==> config.mk <==
export PLATFORM = sky130hd
export DESIGN_NAME = lr_logic_reg
export DESIGN_NICKNAME = d
export VERILOG_FILES = /design/src/rtl/lr_pkg.sv /design/src/rtl/lr_rst_sync.sv /design/src/rtl/lr_mode_dec.sv /design/src/rtl/lr_bit_cell.sv /design/src/rtl/lr_logic_reg.sv
export SDC_FILE = /design/constraint.sdc
export NUM_CORES = 1
export LEC_CHECK = 0
export ABC_AREA = 1
export BUFFER_PORTS_ARGS = -buffer_cell sky130_fd_sc_hd__buf_2
export CAP_MARGIN = 30
export CORE_MARGIN = 2
export CORE_UTILIZATION = 45
export DETAILED_ROUTE_END_ITERATION = 10
export PLACE_DENSITY = 0.7
export SLEW_MARGIN = 20
export SYNTH_ARGS = -nofsm -noshare
export SYNTH_HDL_FRONTEND = slang
export SYNTH_SLANG_ARGS = --single-unit
==> constraint.sdc <==
create_clock -name clk -period 1.1 [get_ports clk]
set_input_delay 0.33 -clock clk [delete_from_list [all_inputs] [get_ports clk]]
set_output_delay 0.33 -clock clk [all_outputs]
set_load 0.1 [all_outputs]
==> src/rtl/lr_pkg.sv <==
package lr_pkg;
  typedef enum logic [2:0] {
    OP_HOLD  = 3'd0,
    OP_AND   = 3'd1,
    OP_OR    = 3'd2,
    OP_XOR   = 3'd3,
    OP_LOAD  = 3'd4,
    OP_CLEAR = 3'd5
  } lr_op_e;
endpackage

==> src/rtl/lr_rst_sync.sv <==
module lr_rst_sync #(
  parameter int STAGES = 2
) (
  input  logic clk,
  input  logic rst_n,
  output logic rst_q_n
);
  localparam int LAST = STAGES - 1;

  logic [LAST:0] chain_q;
  logic [LAST:0] chain_d;

  always_comb begin
    chain_d = {chain_q[LAST-1:0], 1'b1};
  end

  always_ff @(posedge clk or negedge rst_n) begin
    if (!rst_n) chain_q <= '0;
    else        chain_q <= chain_d;
  end

  assign rst_q_n = chain_q[LAST];
endmodule

==> src/rtl/lr_mode_dec.sv <==
module lr_mode_dec
  import lr_pkg::*;
(
  input  logic   clr,
  input  logic   load,
  input  logic   sel_and,
  input  logic   sel_or,
  input  logic   sel_xor,
  output lr_op_e op,
  output logic   conflict
);
  logic [2:0] sel_vec;

  always_comb begin
    sel_vec  = {sel_xor, sel_or, sel_and};
    // more than one bit set: clear the lowest set bit and test for any remaining
    conflict = |(sel_vec & (sel_vec - 3'd1));
    if (clr)           op = OP_CLEAR;
    else if (load)     op = OP_LOAD;
    else if (conflict) op = OP_HOLD;
    else if (sel_and)  op = OP_AND;
    else if (sel_or)   op = OP_OR;
    else if (sel_xor)  op = OP_XOR;
    else               op = OP_HOLD;
  end
endmodule

==> src/rtl/lr_bit_cell.sv <==
module lr_bit_cell
  import lr_pkg::*;
(
  input  logic   clk,
  input  logic   rst_n,
  input  lr_op_e op,
  input  logic   b_i,
  input  logic   d_i,
  output logic   q
);
  logic nxt;
  logic en;

  always_comb begin
    en = (op != OP_HOLD);
    unique case (op)
      OP_AND:   nxt = q & b_i;
      OP_OR:    nxt = q | b_i;
      OP_XOR:   nxt = q ^ b_i;
      OP_LOAD:  nxt = d_i;
      OP_CLEAR: nxt = 1'b0;
      default:  nxt = q;
    endcase
  end

  always_ff @(posedge clk or negedge rst_n) begin
    if (!rst_n)  q <= 1'b0;
    else if (en) q <= nxt;
  end
endmodule

==> src/rtl/lr_logic_reg.sv <==
module lr_logic_reg
  import lr_pkg::*;
#(
  parameter int W = 16
) (
  input  logic         clk,
  input  logic         rst_n,
  input  logic         clr,
  input  logic         load,
  input  logic [W-1:0] load_data,
  input  logic [W-1:0] opnd,
  input  logic         sel_and,
  input  logic         sel_or,
  input  logic         sel_xor,
  output logic [W-1:0] acc,
  output logic         mode_err
);
  logic   rst_q_n;
  lr_op_e op;
  logic   conflict;
  logic [W-1:0] acc_q;

  lr_rst_sync #(.STAGES(2)) u_rst (
    .clk     (clk),
    .rst_n   (rst_n),
    .rst_q_n (rst_q_n)
  );

  lr_mode_dec u_dec (
    .clr      (clr),
    .load     (load),
    .sel_and  (sel_and),
    .sel_or   (sel_or),
    .sel_xor  (sel_xor),
    .op       (op),
    .conflict (conflict)
  );

  for (genvar i = 0; i < W; i++) begin : g_cell
    lr_bit_cell u_cell (
      .clk   (clk),
      .rst_n (rst_q_n),
      .op    (op),
      .b_i   (opnd[i]),
      .d_i   (load_data[i]),
      .q     (acc_q[i])
    );
  end

  assign acc      = acc_q;
  assign mode_err = conflict;
endmodule

# Word level (Yosys, flattened, before mapping)
# Cells that the tools add are included.
# totals
regBits	18
inputBits	39
out_inout_bits	17
wordCells	98
# op_classes
add_sub_neg	1
n_eq_ne	5
muxes	22
bitwise_logic	49
reduce_logical	4
# op_table
cell	n
$pmux W1 S5	16
$and A1 B1 Y1	16
$or A1 B1 Y1	16
$xor A1 B1 Y1	16
$mux W3	5
$eq A3 B2 Y1 const B	2
$eq A3 B3 Y1 const B	2
$reduce_bool A5 Y1	1
$and A3 B3 Y3	1
$eq A3 B1 Y1 const B	1
$reduce_bool A3 Y1	1
$reduce_or A3 Y1	1
$sub A3 B1 Y3 const B	1
$mux W2	1
$reduce_and A2 Y1	1

# Logic depth before layout (Yosys ltp)
# logic_depth
word_depth	9
ltp_mapped	10
ltp_nobuf	7

# Cells and area by module
# From an unflattened synthesis, not the netlist that was laid out.
# unflattened
cells_unflattened	371
area_unflattened_um2	2164.6
# modules_own_cells
module	instances	cells_per_inst	area_each_um2	seq_area_each_um2
lr_bit_cell (g_cell[0].u_cell ...)	13	22	125.1	25.0
lr_bit_cell (g_cell[7].u_cell ...)	3	22	133.9	25.0
lr_mode_dec	1	16	82.6	0.0
lr_rst_sync	1	3	53.8	50.0

# Worst setup path after synthesis
# No wires, ideal clock.
# synth_timing
kind	input-to-output
start	in sel_or
end	out mode_err
arrival_ns	1.121
path_slack_ns	-0.351
cell_stages	4
path_cell_list	nand2_1 -> nand2_1 -> nand2_1 -> inv_1
# synth_between
elab_chain_len	3
# synth_rtl
item	line_no	source
from (decl)	lr_logic_reg.sv:13	input logic sel_or,
$sub A3 B1 Y3	lr_mode_dec.sv:17	conflict = |(sel_vec & (sel_vec - 3'd1));
$and A3 B3 Y3 *	lr_mode_dec.sv:17	
$reduce_or A3 Y1 *	lr_mode_dec.sv:17	
to (decl)	lr_logic_reg.sv:16	output logic mode_err
# Every way passes the cells marked *; elsewhere a longest branch is shown, timed or not.

# Worst setup path in the final report
# layout_timing
start	reg g_cell[0].u_cell.q
end	out acc[0]
# layout_lines
item	line_no	source
from (decl)	lr_bit_cell.sv:9	output logic q
from (signal assigned)	lr_bit_cell.sv:28	else if (en) q <= nxt;
to (decl)	lr_logic_reg.sv:15	output logic [W-1:0] acc,
# No word-level cell between the ends.

==> flow_summary.yaml <==
run_status:
  status: "complete, but fails checks"
  violations: "negative setup slack"
placed_design:
  portBuffers: 55
  place_congestion: 0.826
  dp_hpwl_mm: 3.46
  dp_cells: 428
power_and_ir_drop:
  ir_drop_mv: 1.14
  pwr_density_cell_nw_per_um2: 985
  leakage_nw: 1.86
  total_power_mw: 3.41
worst_setup_path:
  worstSetupStartpointType: "flop"
  arrival_ns: 0.99
  cp.buffers_inverters: 2
  worstSetupPathType: "reg -> out"
  crit_family: "flip-flops"
  crit_required_ns: 0.77
  path_cells: "buf_6 -> buf_12"
  critPathMaxFanout: 4
  crit_slowest_cell: "dfrtp_1"
  max_stage_delay_ns: 0.44
  cp-end-kind: "output port"
drt:
  wl_met2_mm: 3.28
  met3_length_um: 388
  antenna_left: 0
  top_layer: "met4"
  met1_length_mm: 2.49
  wl_mm: 6.29
  route.detailed.drc: 0
  firstDrtPassIters: 4
  via_per_inst: 4.92
  dr.first_iter.drc_count: 130
  wl_per_cell_um: 13.8
  num_vias: 2238
clock_network:
  cts_root_buffer: "clkbuf_8"
  cts_buffers: 3
  htree_num_levels: 1
  path_clk_slew_ns: 0.07
  insertion_delay_ns: 0.26
  tritoncts: "built"
  clkSinkCount: 18
  clock_path_buffers: 2
logic_synthesis:
  synth_top_family_by_area: "simple AND/OR/NAND/NOR gates"
  synth_xor_area_share_pct: 0
  syn_area_per_cell_um2: 6.38
  synth_area_um2: 2050
  syn_inst: 321
  synth.distinct_cells: 19
  synth_fa_ha_area_share_pct: 19.5
  netlist.area_leader.share_pct: 22.0
  synth_mux_area_share_pct: 0
  synth_nets: 392
  ys_top_cells_by_area: "dfrtp_1 22%, ha_1 20%, inv_1 16%, nand2_1 16%, buf_4 5.9%"
  ys_seq_area_share_pct: 22.0
  ys_ff_latch: 18
  synth_top_cell_by_area: "dfrtp_1"
  yosys_warnings: 0
  synth_compound_area_share_pct: 8.06
  synthSimpleGateAreaFrac_pct: 25.4
grt:
  gr-usage-all-layers_pct: 21.4
  grt_max_degree: 17
  grt_remaining_overflow: 0
  antenna_found_initial: 0
  grt_pass1_vias: 2077
  grt_pass1_wl_mm: 8.79
timing:
  min_period_ns: 1.32
  drv_slew: 0
  finClkSkew_ns: 0.00461
  setup_violations: 33
  finalCritPeriodShare_pct: 120
  fin_hold_ws_ns: 0.186
  rsz0062_at_grt: "true"
  worst_slack_ns: -0.225
  setup_tns_ns: -3.81
  hold_viol_final: 0
  max_clock_freq_mhz: 755
floorplanning:
  boundaryPins: 56
  row_count: 24
  fp.coreArea_um2: 4380
  chipWidth_um: 71.5
  die_y_um: 71.5
  start_util_pct: 46.7
  dieArea_um2: 5110
finish:
  area_delta_synth_final_pct: 69.2
  drive_gt1_share_pct: 44.2
  nNetsFinal: 475
  finalNonFillerCells: 455
  n_antenna_cell: 0
  fin_util_pct: 79.0
worst_hold_path:
  hold_class: "reg -> async"
run:
  drv_cap: 0
Yosys cell counts:
master and number:
buf_6 3, nand2_2 1, nor2_1 16, inv_1 86, nand4_1 2, nand3_1 16, inv_2 1, and2_4 2
ha_1 32, nand2_1 85, a21oi_1 16, nand3_4 1, conb_1 1, buf_4 16, clkbuf_1 5, dfrtp_1 18
buf_2 2, o21ai_0 17, nor2_2 1
registers in the layout, indices dropped and copies added, names as in the netlist:
name             cells
g_cell.u_cell.q     16
u_rst.chain_q        2
cell type report:
class                           count  area [um2]
Sequential cell                    18         452
Clock buffer                        4        55.1
Fill cell                         277         920
Timing Repair Buffer              104        1100
Multi-Input combinational cell    190        1410
Tap cell                           52        65.1
Inverter                           87         379
kinds of logic (layout without fill, tap and decap cells):
family	count (synthesis)	after routing
buffers and inverters	113	195
other	1	1
AOI/OAI and AO/OA	33	33
and+or+nand+nor	124	124
DFF	18	18
adders and majority gates	32	32
placed cells by master, fill, tap and decap left out, types with 15 or more instances in the layout:
cell	instances
a21oi_1	15
buf_12	21
buf_2	35
buf_6	32
dfrtp_1	17
ha_1	15
ha_4	16
inv_1	67
inv_4	15
nand2_1	68
nor2_1	16
where the power goes:
group | switching [mW] | total (mW) | leakage, nW | internal (mW)
Combinational | 1.15 | 2.05 | 1.60 | 0.898
Sequential | 0.0744 | 0.806 | 0.226 | 0.732
Clock | 0.241 | 0.560 | 0.0288 | 0.319
Total | 1.47 | 3.41 | 1.86 | 1.95
worst reg2reg max path, delay by kind of cell, from the launching register on:
family,cells,cell delay (ns)
DFF,1,0.41
adders and majority gates,1,0.19
buffers and inverters,2,0.19
and+or+nand+nor,4,0.30
what timing repair did:
| action | in CTS | in global routing |
|---|---|---|
| endpoints found under the setup margin | 22 | 33 |
| buffers inserted | 15 | 9 |
| resized for setup | 41 | 92 |
| endpoints found under the hold margin | 2 | 0 |
| hold buffers | 1 | 0 |
| pin swaps | 14 | 52 |
routing by layer:
metal	up-vias	GRT usage (%)
met3	14	3.80
met4	0	9.64
li1	1090	-
met1	1049	26.4
met5	-	0
met2	85	36.4
final timing paths:
path                                     from  depth (start not counted)  slack [ns]                  to
max                        g_cell[0].u_cell.q                          2       -0.22              acc[0]
min                          u_rst.chain_q[1]                          1        0.19  g_cell[0].u_cell.q
max reg2reg                g_cell[4].u_cell.q                          7       -0.08  g_cell[4].u_cell.q
min in group clk             u_rst.chain_q[0]                          0        0.35    u_rst.chain_q[1]
max in group asynchronous               rst_n                          2        0.62    u_rst.chain_q[1]
min reg2reg                  u_rst.chain_q[1]                          1        0.19  g_cell[0].u_cell.q
metrics by stage:
stage	instance area, um2	setup slack, ns
floorplan	2090	-0.229
global placement	2740	-0.239
detailed placement	2740	-0.290
CTS	3070	-0.225
global route	3460	-0.250
finish	3460	-0.225
Power figures use the tool's default switching activity.
